`src/rtl/pwc_rx_pkg.sv`:
```
package pwc_rx_pkg;

  // Active-high 7-segment pattern, bit 0 = segment a ... bit 6 = segment g.
  function automatic logic [6:0] hex_to_seg(input logic [3:0] nib);
    logic [6:0] s;
    case (nib)
      4'h0: s = 7'h3F;
      4'h1: s = 7'h06;
      4'h2: s = 7'h5B;
      4'h3: s = 7'h4F;
      4'h4: s = 7'h66;
      4'h5: s = 7'h6D;
      4'h6: s = 7'h7D;
      4'h7: s = 7'h07;
      4'h8: s = 7'h7F;
      4'h9: s = 7'h6F;
      4'hA: s = 7'h77;
      4'hB: s = 7'h7C;
      4'hC: s = 7'h39;
      4'hD: s = 7'h5E;
      4'hE: s = 7'h79;
      default: s = 7'h71;
    endcase
    return s;
  endfunction

endpackage

```
`src/rtl/pwc_line_sync.sv`:
```
module pwc_line_sync #(
  parameter int unsigned STAGES = 2
) (
  input  logic clk,
  input  logic rst_n,
  input  logic line_i,
  output logic level_o,
  output logic rise_o
);
  logic [STAGES-1:0] sync_q;
  logic [STAGES-1:0] sync_d;
  logic              prev_q;

  always_comb begin
    sync_d = {sync_q[STAGES-2:0], line_i};
  end

  always_ff @(posedge clk or negedge rst_n) begin
    if (!rst_n) begin
      sync_q <= '0;
      prev_q <= 1'b0;
    end else begin
      sync_q <= sync_d;
      prev_q <= sync_q[STAGES-1];
    end
  end

  assign level_o = sync_q[STAGES-1];
  assign rise_o  = sync_q[STAGES-1] & ~prev_q;

  // an edge pulse lasts one cycle only.
  p_rise_single_r1: assert property (@(posedge clk) disable iff (!rst_n)
    rise_o |=> !rise_o);
endmodule

```
`src/rtl/pwc_bit_sampler.sv`:
```
module pwc_bit_sampler #(
  parameter int unsigned SAMPLE_DLY = 750
) (
  input  logic clk,
  input  logic rst_n,
  input  logic rise_i,
  input  logic level_i,
  output logic bit_stb_o,
  output logic bit_o,
  output logic abort_o,
  output logic err_o
);
  localparam int unsigned CW = (SAMPLE_DLY > 1) ? $clog2(SAMPLE_DLY) : 1;
  localparam logic [CW-1:0] RELOAD = CW'(SAMPLE_DLY - 1);

  logic          busy_q, busy_d;
  logic [CW-1:0] cnt_q, cnt_d;
  logic          err_q, err_d;
  logic          at_sample;

  assign at_sample = busy_q && (cnt_q == '0);
  assign abort_o   = rise_i && busy_q && (cnt_q != '0);

  always_comb begin
    busy_d = busy_q;
    cnt_d  = cnt_q;
    err_d  = abort_o;
    if (rise_i) begin
      busy_d = 1'b1;
      cnt_d  = RELOAD;
    end else if (at_sample) begin
      busy_d = 1'b0;
    end else if (busy_q) begin
      cnt_d  = cnt_q - 1'b1;
    end
  end

  always_ff @(posedge clk or negedge rst_n) begin
    if (!rst_n) begin
      busy_q <= 1'b0;
      cnt_q  <= '0;
      err_q  <= 1'b0;
    end else begin
      busy_q <= busy_d;
      cnt_q  <= cnt_d;
      err_q  <= err_d;
    end
  end

  assign bit_stb_o = at_sample;
  assign bit_o     = level_i;
  assign err_o     = err_q;

  // waiting for a sample only ever begins on an edge.
  p_busy_from_edge_r1: assert property (@(posedge clk) disable iff (!rst_n)
    $rose(busy_q) |-> $past(rise_i));
  // the error strobe is a single cycle.
  p_err_pulse_r5: assert property (@(posedge clk) disable iff (!rst_n)
    err_o |=> !err_o);
endmodule

```
`src/rtl/pwc_word_asm.sv`:
```
module pwc_word_asm #(
  parameter int unsigned WORD_BITS     = 8,
  parameter int unsigned FRAME_TIMEOUT = 5000
) (
  input  logic                 clk,
  input  logic                 rst_n,
  input  logic                 rise_i,
  input  logic                 bit_stb_i,
  input  logic                 bit_i,
  input  logic                 abort_i,
  input  logic                 lsb_first_i,
  output logic [WORD_BITS-1:0] word_o,
  output logic                 valid_o
);
  localparam int unsigned BW = $clog2(WORD_BITS);
  localparam int unsigned TW = $clog2(FRAME_TIMEOUT + 1);
  localparam logic [BW-1:0] LAST_BIT = BW'(WORD_BITS - 1);
  localparam logic [TW-1:0] TO_LAST  = TW'(FRAME_TIMEOUT - 1);

  logic [WORD_BITS-1:0] sh_q, sh_d, shifted;
  logic [BW-1:0]        nb_q, nb_d;
  logic [TW-1:0]        idle_q, idle_d;
  logic [WORD_BITS-1:0] word_q, word_d;
  logic                 valid_q, valid_d;
  logic                 partial;

  assign partial = (nb_q != '0);
  assign shifted = lsb_first_i ? {bit_i, sh_q[WORD_BITS-1:1]}
                               : {sh_q[WORD_BITS-2:0], bit_i};

  always_comb begin
    sh_d    = sh_q;
    nb_d    = nb_q;
    idle_d  = idle_q;
    word_d  = word_q;
    valid_d = 1'b0;
    if (rise_i || !partial) begin
      idle_d = '0;
    end else begin
      idle_d = idle_q + 1'b1;
    end
    if (bit_stb_i) begin
      sh_d = shifted;
      if (nb_q == LAST_BIT) begin
        nb_d    = '0;
        word_d  = shifted;
        valid_d = 1'b1;
      end else begin
        nb_d = nb_q + 1'b1;
      end
    end else if (abort_i) begin
      nb_d = '0;
    end else if (partial && !rise_i && idle_q == TO_LAST) begin
      nb_d   = '0;
      idle_d = '0;
    end
  end

  always_ff @(posedge clk or negedge rst_n) begin
    if (!rst_n) begin
      sh_q    <= '0;
      nb_q    <= '0;
      idle_q  <= '0;
      word_q  <= '0;
      valid_q <= 1'b0;
    end else begin
      sh_q    <= sh_d;
      nb_q    <= nb_d;
      idle_q  <= idle_d;
      word_q  <= word_d;
      valid_q <= valid_d;
    end
  end

  assign word_o  = word_q;
  assign valid_o = valid_q;

  // valid is a one-cycle strobe.
  p_valid_pulse_r4: assert property (@(posedge clk) disable iff (!rst_n)
    valid_o |=> !valid_o);
  // the word holds between strobes.
  p_word_hold_r4: assert property (@(posedge clk) disable iff (!rst_n)
    !valid_d |=> $stable(word_o));
  // the idle counter never passes the timeout.
  p_idle_bound_r6: assert property (@(posedge clk) disable iff (!rst_n)
    idle_q < TW'(FRAME_TIMEOUT));
  // the bit count stays inside the word.
  p_count_bound_r4: assert property (@(posedge clk) disable iff (!rst_n)
    nb_q <= LAST_BIT);
endmodule

```
`src/rtl/pwc_hex_seg.sv`:
```
module pwc_hex_seg
  import pwc_rx_pkg::*;
#(
  parameter int unsigned WORD_BITS = 8
) (
  input  logic                 clk,
  input  logic                 rst_n,
  input  logic                 load_i,
  input  logic [WORD_BITS-1:0] word_i,
  output logic [6:0]           seg_o
);
  logic [6:0] seg_q, seg_d;

  always_comb begin
    seg_d = seg_q;
    if (load_i) seg_d = hex_to_seg(word_i[3:0]);
  end

  always_ff @(posedge clk or negedge rst_n) begin
    if (!rst_n) seg_q <= '0;
    else        seg_q <= seg_d;
  end

  assign seg_o = seg_q;

  // the display changes only after a valid word.
  p_seg_hold_r7: assert property (@(posedge clk) disable iff (!rst_n)
    !load_i |=> $stable(seg_o));
endmodule

```
`src/rtl/pwc_bit_rx.sv`:
```
module pwc_bit_rx #(
  parameter int unsigned WORD_BITS     = 8,
  parameter int unsigned SAMPLE_DLY    = 750,
  parameter int unsigned FRAME_TIMEOUT = 5000
) (
  input  logic                 clk,
  input  logic                 rst_n,
  input  logic                 line_i,
  input  logic                 lsb_first_i,
  output logic [WORD_BITS-1:0] word_o,
  output logic                 word_valid_o,
  output logic                 proto_err_o,
  output logic [6:0]           seg_o
);
  logic level, rise, bit_stb, bit_val, abort;

  pwc_line_sync #(.STAGES(2)) u_sync (
    .clk(clk), .rst_n(rst_n), .line_i(line_i),
    .level_o(level), .rise_o(rise)
  );

  pwc_bit_sampler #(.SAMPLE_DLY(SAMPLE_DLY)) u_samp (
    .clk(clk), .rst_n(rst_n), .rise_i(rise), .level_i(level),
    .bit_stb_o(bit_stb), .bit_o(bit_val), .abort_o(abort), .err_o(proto_err_o)
  );

  pwc_word_asm #(.WORD_BITS(WORD_BITS), .FRAME_TIMEOUT(FRAME_TIMEOUT)) u_asm (
    .clk(clk), .rst_n(rst_n), .rise_i(rise), .bit_stb_i(bit_stb),
    .bit_i(bit_val), .abort_i(abort), .lsb_first_i(lsb_first_i),
    .word_o(word_o), .valid_o(word_valid_o)
  );

  pwc_hex_seg #(.WORD_BITS(WORD_BITS)) u_seg (
    .clk(clk), .rst_n(rst_n), .load_i(word_valid_o),
    .word_i(word_o), .seg_o(seg_o)
  );

  // an error and a completed word never appear together.
  p_err_not_valid_r5: assert property (@(posedge clk) disable iff (!rst_n)
    proto_err_o |-> !word_valid_o);
endmodule

```
`config.mk`:
```
export PLATFORM = sky130hd
export DESIGN_NAME = pwc_bit_rx
export DESIGN_NICKNAME = d
export VERILOG_FILES = /design/src/rtl/pwc_rx_pkg.sv /design/src/rtl/pwc_line_sync.sv /design/src/rtl/pwc_bit_sampler.sv /design/src/rtl/pwc_word_asm.sv /design/src/rtl/pwc_hex_seg.sv /design/src/rtl/pwc_bit_rx.sv
export SDC_FILE = /design/constraint.sdc
export NUM_CORES = 1
export LEC_CHECK = 0
export ABC_CLOCK_PERIOD_IN_PS = 3100
export BUFFER_PORTS_ARGS = -buffer_cell sky130_fd_sc_hd__buf_2
export CAP_MARGIN = 20
export CORE_MARGIN = 10
export CORE_UTILIZATION = 45
export CTS_BUF_LIST = sky130_fd_sc_hd__clkbuf_8
export CTS_CLUSTER_DIAMETER = 30
export CTS_CLUSTER_SIZE = 30
export DETAILED_ROUTE_END_ITERATION = 7
export PLACE_DENSITY = 0.69
export SLEW_MARGIN = 30
export SYNTH_ARGS = -nofsm -noshare
export SYNTH_HDL_FRONTEND = slang
export SYNTH_SLANG_ARGS = --single-unit
```
`constraint.sdc`:
```
create_clock -name clk -period 3.1 [get_ports clk]
set_clock_uncertainty 0.1 [all_clocks]
set_input_delay 0.62 -clock clk [delete_from_list [all_inputs] [get_ports clk]]
set_output_delay 0.62 -clock clk [all_outputs]
set_load 0.05 [all_outputs]
```
## After elaboration in Yosys (flattened, before gate mapping)

Memory sizes are Yosys's and may differ from the RTL's. A register that Yosys moved wholly into a read port is not among the register bits.
Index checks and enable logic that the tools add are counted.

| cells by class | value |
|---|---|
| $add $sub $neg | 3 |
| multiply operators | 0 |
| divide/modulo/power cells | 0 |
| order comparisons | 0 |
| eq/ne operators | 3 |
| shift operators | 0 |
| mux-type cells | 16 |
| bitwise operators | 2 |
| reductions and logical operators | 17 |

Operators with widths:

| operator | count |
|---|---|
| 13-bit two-way mux | 4 |
| 10-bit two-way mux | 3 |
| 13-bit by 1-bit adder with 13-bit output (second input constant) | 1 |
| 13-bit equality test (second input constant) | 1 |
| 3-bit two-way mux | 4 |
| 10-bit logical NOT | 1 |
| 10-bit nonzero test | 1 |
| 10-bit by 1-bit subtractor with 10-bit output (second input constant) | 1 |
| 8-bit two-way mux | 1 |
| 3-bit nonzero test | 2 |
| 1-bit logical AND | 5 |
| 1-bit two-way mux | 4 |
| 2-bit AND reduction | 2 |
| 2-bit nonzero test | 2 |
| 3-bit by 1-bit adder with 3-bit output (second input constant) | 1 |
| 3-bit equality test (second input constant) | 1 |
| 1-bit logical NOT | 3 |
| 2-bit by 1-bit != test with 1-bit output (second input constant) | 1 |
| 1-bit AND | 1 |
| 1-bit logical OR | 1 |
| 1-bit inverter | 1 |

| storage, ports and cells | value |
|---|---|
| flip-flop bits (word level) | 48 |
| latch bits | 0 |
| memory bits (writable) | 0 |
| ROM bits | 112 |
| bits of input ports | 4 |
| output and inout port bits | 17 |
| word-level logic and storage cells | 52 |
| memories kept | 1 |

Memories:

| memory | depth | bits a word | read ports | clocked after Yosys merged registers in | wr ports | RTL line | RTL |
|---|---|---|---|---|---|---|---|
| (no name shown) | 16 | 7 | 1 | 1 | 0 | pwc_rx_pkg.sv:6 | `case (nib)` |

## Longest topological paths before layout

| logic depth | value |
|---|---|
| word-level depth | 8 |
| gate-level depth with buffers | 8 |
| mapped depth without buffers | 6 |

## Modules after synthesis

Synthesis repeated with hierarchy kept, for this count alone.

| second synthesis, totals | value |
|---|---|
| cells, all modules | 267 |
| area total of the unflattened synthesis | 2707.6 um^2 |

By module, submodules not included:

| module | times used | cells an instance | area an instance (um^2) | seq. area each (um^2) |
|---|---|---|---|---|
| pwc_word_asm | 1 | 144 | 1478.9 | 825.8 |
| pwc_bit_sampler | 1 | 63 | 616.8 | 300.3 |
| pwc_hex_seg | 1 | 56 | 523.0 | 175.2 |
| pwc_line_sync | 1 | 4 | 88.8 | 75.1 |

## Least setup slack after synthesis

Ideal clock, no wire load.

| path | value |
|---|---|
| kind | register to register |
| start | register u_samp.cnt_q[0] |
| end | register u_samp.cnt_q[2] |
| library setup time | 0.131 ns |
| arrival time | 2.053 ns |
| required time | 2.869 ns |
| slack | 0.815 ns |
| cell stages (with the launch flop) | 8 |
| buffers on the path | 1 |
| period minus slack after synthesis | 2.285 ns |
| path through | dfrtp_1 > inv_1 > ha_1 > or3b_2 > clkbuf_1 > o41ai_4 > nor3b_1 > or3_1 |

| between the ends | value |
|---|---|
| word-level cells in the longest chain between the ends | 4 |
| elaborated cells on any way between the ends | 8 |
| classes of those cells | add/sub (1); eq/ne (1); mux (3); reduce/logical (3) |

RTL lines:

| what | RTL line | RTL |
|---|---|---|
| start: declaration | pwc_bit_sampler.sv:17 | `logic [CW-1:0] cnt_q, cnt_d;` |
| start signal: assignment | pwc_bit_sampler.sv:45 | `cnt_q <= cnt_d;` |
| 10-bit by 1-bit subtractor with 10-bit output / 10-bit logical NOT (equally long branches) | pwc_bit_sampler.sv:34, pwc_bit_sampler.sv:21 |  |
| 10-bit two-way mux / 1-bit logical AND (equally long branches) | pwc_bit_sampler.sv:33, pwc_bit_sampler.sv:21 |  |
| 10-bit two-way mux / 2-bit by 1-bit != test with 1-bit output (equally long branches) | -- |  |
| 10-bit two-way mux / 2-bit AND reduction (equally long branches) | -- |  |

Several ways; a longest one is shown, not always the timed one. The select of a mux whose other input is x is not followed.
A chain may end at the register's enable or synchronous reset.

## Worst setup path in the final report

Ends and elaborated chain as after synthesis.

==> results.md <==
- Arr. time, crit path: between 2 and 3 ns
- Initial antenna violation count: 0
- Seq pwr share: 0.603
- Gate Count Post-Synth: about 270
- Clock Pin Slew Worst Setup and Hold Paths: around 0.1 ns
- Max layer used: met4
- Synth area leaders: dfrtp_1 (49%), ha_1 (5.8%), a21oi_1 (5.2%)
- Synthesis-stage register bit count: 55
- Slew Limit Fails: 0
- Outcome: complete, no violations
- Buf/Inv on CP: 1
- Syn_nets: roughly 280
- Fmax: about 410 MHz
- # port buffers: 20
- Finished Core Util: 0.507
- Final antenna-violating net count: 0
- Post-Syn Area: ~2800 um2
- Top delay family on crit path: simple AND/OR/NAND/NOR gates
- Ratio of cells with drive above 1 in the final layout: 0.160
- DR vias: 1895
- Post_cts resized: 0
- M1 WL: 2490 um
- Crit path cell chain: inv_1 -> ha_1 -> or3b_2 -> o41ai_4 -> nor3b_1 -> or3_1
- Total CTS buffers: 5
- CTS sink count: 55
- Worst hold path type: input pin to asynchronous set/reset pin
- Root Buffer: clkbuf_8
- Slew @ Worst Pin: between 0.6 and 0.7 ns
- Starting Density: 0.467
- Met2 wire len: 2390 um
- Initial DRC Count: 83
- Vias in the first global route: ~2000
- Crit Path Max Fanout: 9
- Gp weighted congestion: about 0.84
- Number of max-cap violations: 0
- Internal Power: around 0.96 mW
- Layout Nets: around 300
- Psw: around 0.35 mW
- HPWL Detailed: ~3600 um
- Remaining DRCs: 0
- Final period util: 0.788
- Final setup vio count: 0
- Worst rel slew slack: 0.587
- Synthesis-to-finish area growth: 8.50%
- Met3 routed WL: 128 um
- Ys flop type: dfrtp_1
- Yosys cell types: between 40 and 50
- Clock Path Buffers: 2
- Worst VDD drop: just under 0.0002 V
- Mapped Avg Cell Area: between 10 and 15 um2
- Most frequent cell after synthesis: dfrtp_1
- Switch share: 0.270
- Drt wl/cell: between 10 and 15 um
- CP max stage cell: or3b_2
- Clock power share: 0.312
- WS Path Type: flip-flop to flip-flop
- Antenna Diode Count: 0
- Top Ports: 21
- Post-synth top cells: dfrtp_1 (55), a21oi_1 (29), nor2_1 (29)
- Worst-Skew Late Latency: 0.32 ns
- Pin count of the biggest net entering global routing: 29
- CTS tree: yes
- Final worst path period need: roughly 2.4 ns
- FP Rows: 28
- RSZ-0062 raised after global routing: no
- Hold-fix buffers at CTS: 0
- Core box area: ~6000 um2
- Gr ovfl total: 0
- CP Capture Type: flip-flop
- Global-route wire length before repair: approximately 9100 um
- WL final: 5110 um
- H-tree Lvls: 2
- Post-CTS Setup Bufs: 0
- Worst setup SP type: flip-flop
- Die area: between 9000 and 10000 um2
- Comb power frac: 0.084
- Synthesis Warnings: 0
- R2R setup slack: approximately 0.66 ns
- PwrDens: between 400 and 500 nW/um2
- Final Hold Viols: 0
- Vias/cell: approximately 5.3
- Post-synth EDFFs: 0
- Chip Width: 98.6 um
- DR pass1 iterations: 4
- Area leader, netlist: dfrtp_1
- Sequential area share after synthesis: 0.495
- Leakage power: roughly 1.3 nW
- Largest stage delay on the critical path: roughly 0.54 ns
- GRT Resource Usage Total: 0.110
- FILL cells: 553
- Final Power: about 1.3 mW
- WP data required: 3.20 ns
- DIE HEIGHT: slightly below 100 um
- Post-synth top area share: 0.495
- Setup TNS: 0 ns
- Share of flip-flops with an asynchronous set or reset: 1.00
-- worst register-to-register path, stage by stage, from the launching register on --
cell     delay [ns]
dfrtp_1        0.41
inv_1          0.12
ha_1           0.18
or3b_2         0.54
o41ai_4        0.52
nor3b_1        0.11
or3_1          0.35
-- worst paths after layout --
check	to	cells past startpoint	start
worst min register to register	u_sync.sync_q[1]	0	u_sync.sync_q[0]
worst min-delay path	u_sync.sync_q[0]	1	rst_n
min in group clk	u_sync.sync_q[1]	0	u_sync.sync_q[0]
worst max register to register	u_samp.cnt_q[2]	6	u_samp.cnt_q[0]
max in group asynchronous	u_asm.idle_q[9]	2	rst_n
worst max-delay path	u_samp.cnt_q[2]	6	u_samp.cnt_q[0]
-- placed cells by master, fill, tap and decap left out, drive strengths merged, types with 6 or more instances in the layout --
cell / count
a21oi: 29
buf: 23
dfrtp: 55
ha: 13
inv: 14
mux2: 6
mux2i: 8
nand2: 9
nand3: 8
nand4: 6
nor2: 29
o21ai: 6
xor2: 12
-- final cells by class --
class | count | area (um2) | area share
inverter | 13 | 48.8 | 0.0162
sequential | 55 | 1380 | 0.456
clock inverter | 3 | 23.8 | 0.00788
timing repair buffer | 23 | 123 | 0.0406
multi-input combinational | 182 | 1280 | 0.425
tap | 75 | 93.8 | 0.0311
clock buffer | 5 | 68.8 | 0.0228
-- power by group through the flow --
stage	registers (mW)	logic [mW]	clock network, mW
detailed placement	0.805	0.113	0
finish	0.792	0.111	0.410
CTS	0.792	0.113	0.426
global route	0.798	0.129	0.451
global placement	0.804	0.111	0
floorplan	0.794	0.0899	0
-- sequential cells by signal (all words and copies together) (netlist names) --
name / count
u_asm.idle_q: 13
u_samp.cnt_q: 10
u_asm.sh_q: 8
u_asm.word_o: 8
u_seg.seg_o: 7
u_asm.nb_q: 3
u_sync.sync_q: 2
u_asm.valid_o: 1
u_samp.busy_q: 1
u_samp.err_o: 1
u_sync.prev_q: 1
-- layer usage --
| layer | track usage | vias up |
|---|---|---|
| li1 | - | 952 |
| met1 | 0.135 | 919 |
| met2 | 0.178 | 17 |
| met3 | 0.0265 | 7 |
| met4 | 0.0496 | 0 |
| met5 | 0 | - |
-- cell families after synthesis --
kind of cell / after synthesis / synth area share
and+or+nand+nor: 84 / 0.162
adders and majority gates: 13 / 0.0585
DFF: 55 / 0.495
xor gates and xnor gates: 15 / 0.0472
AOI/OAI and AO/OA: 55 / 0.133
buffers and inverters: 28 / 0.0436
muxes: 15 / 0.0612
-- through the flow --
step	instance area, um2	worst slack (ns)	std cells	hold WS [ns]
after global routing	3020	0.528	356	0.232
final	3020	0.658	356	0.205
after detailed placement	2930	0.688	348	0.239
after global placement	2930	0.796	348	0.236
after floorplan	2780	0.815	265	0.224
after CTS	3020	0.671	356	0.215
(Power assumes the default switching activity.)
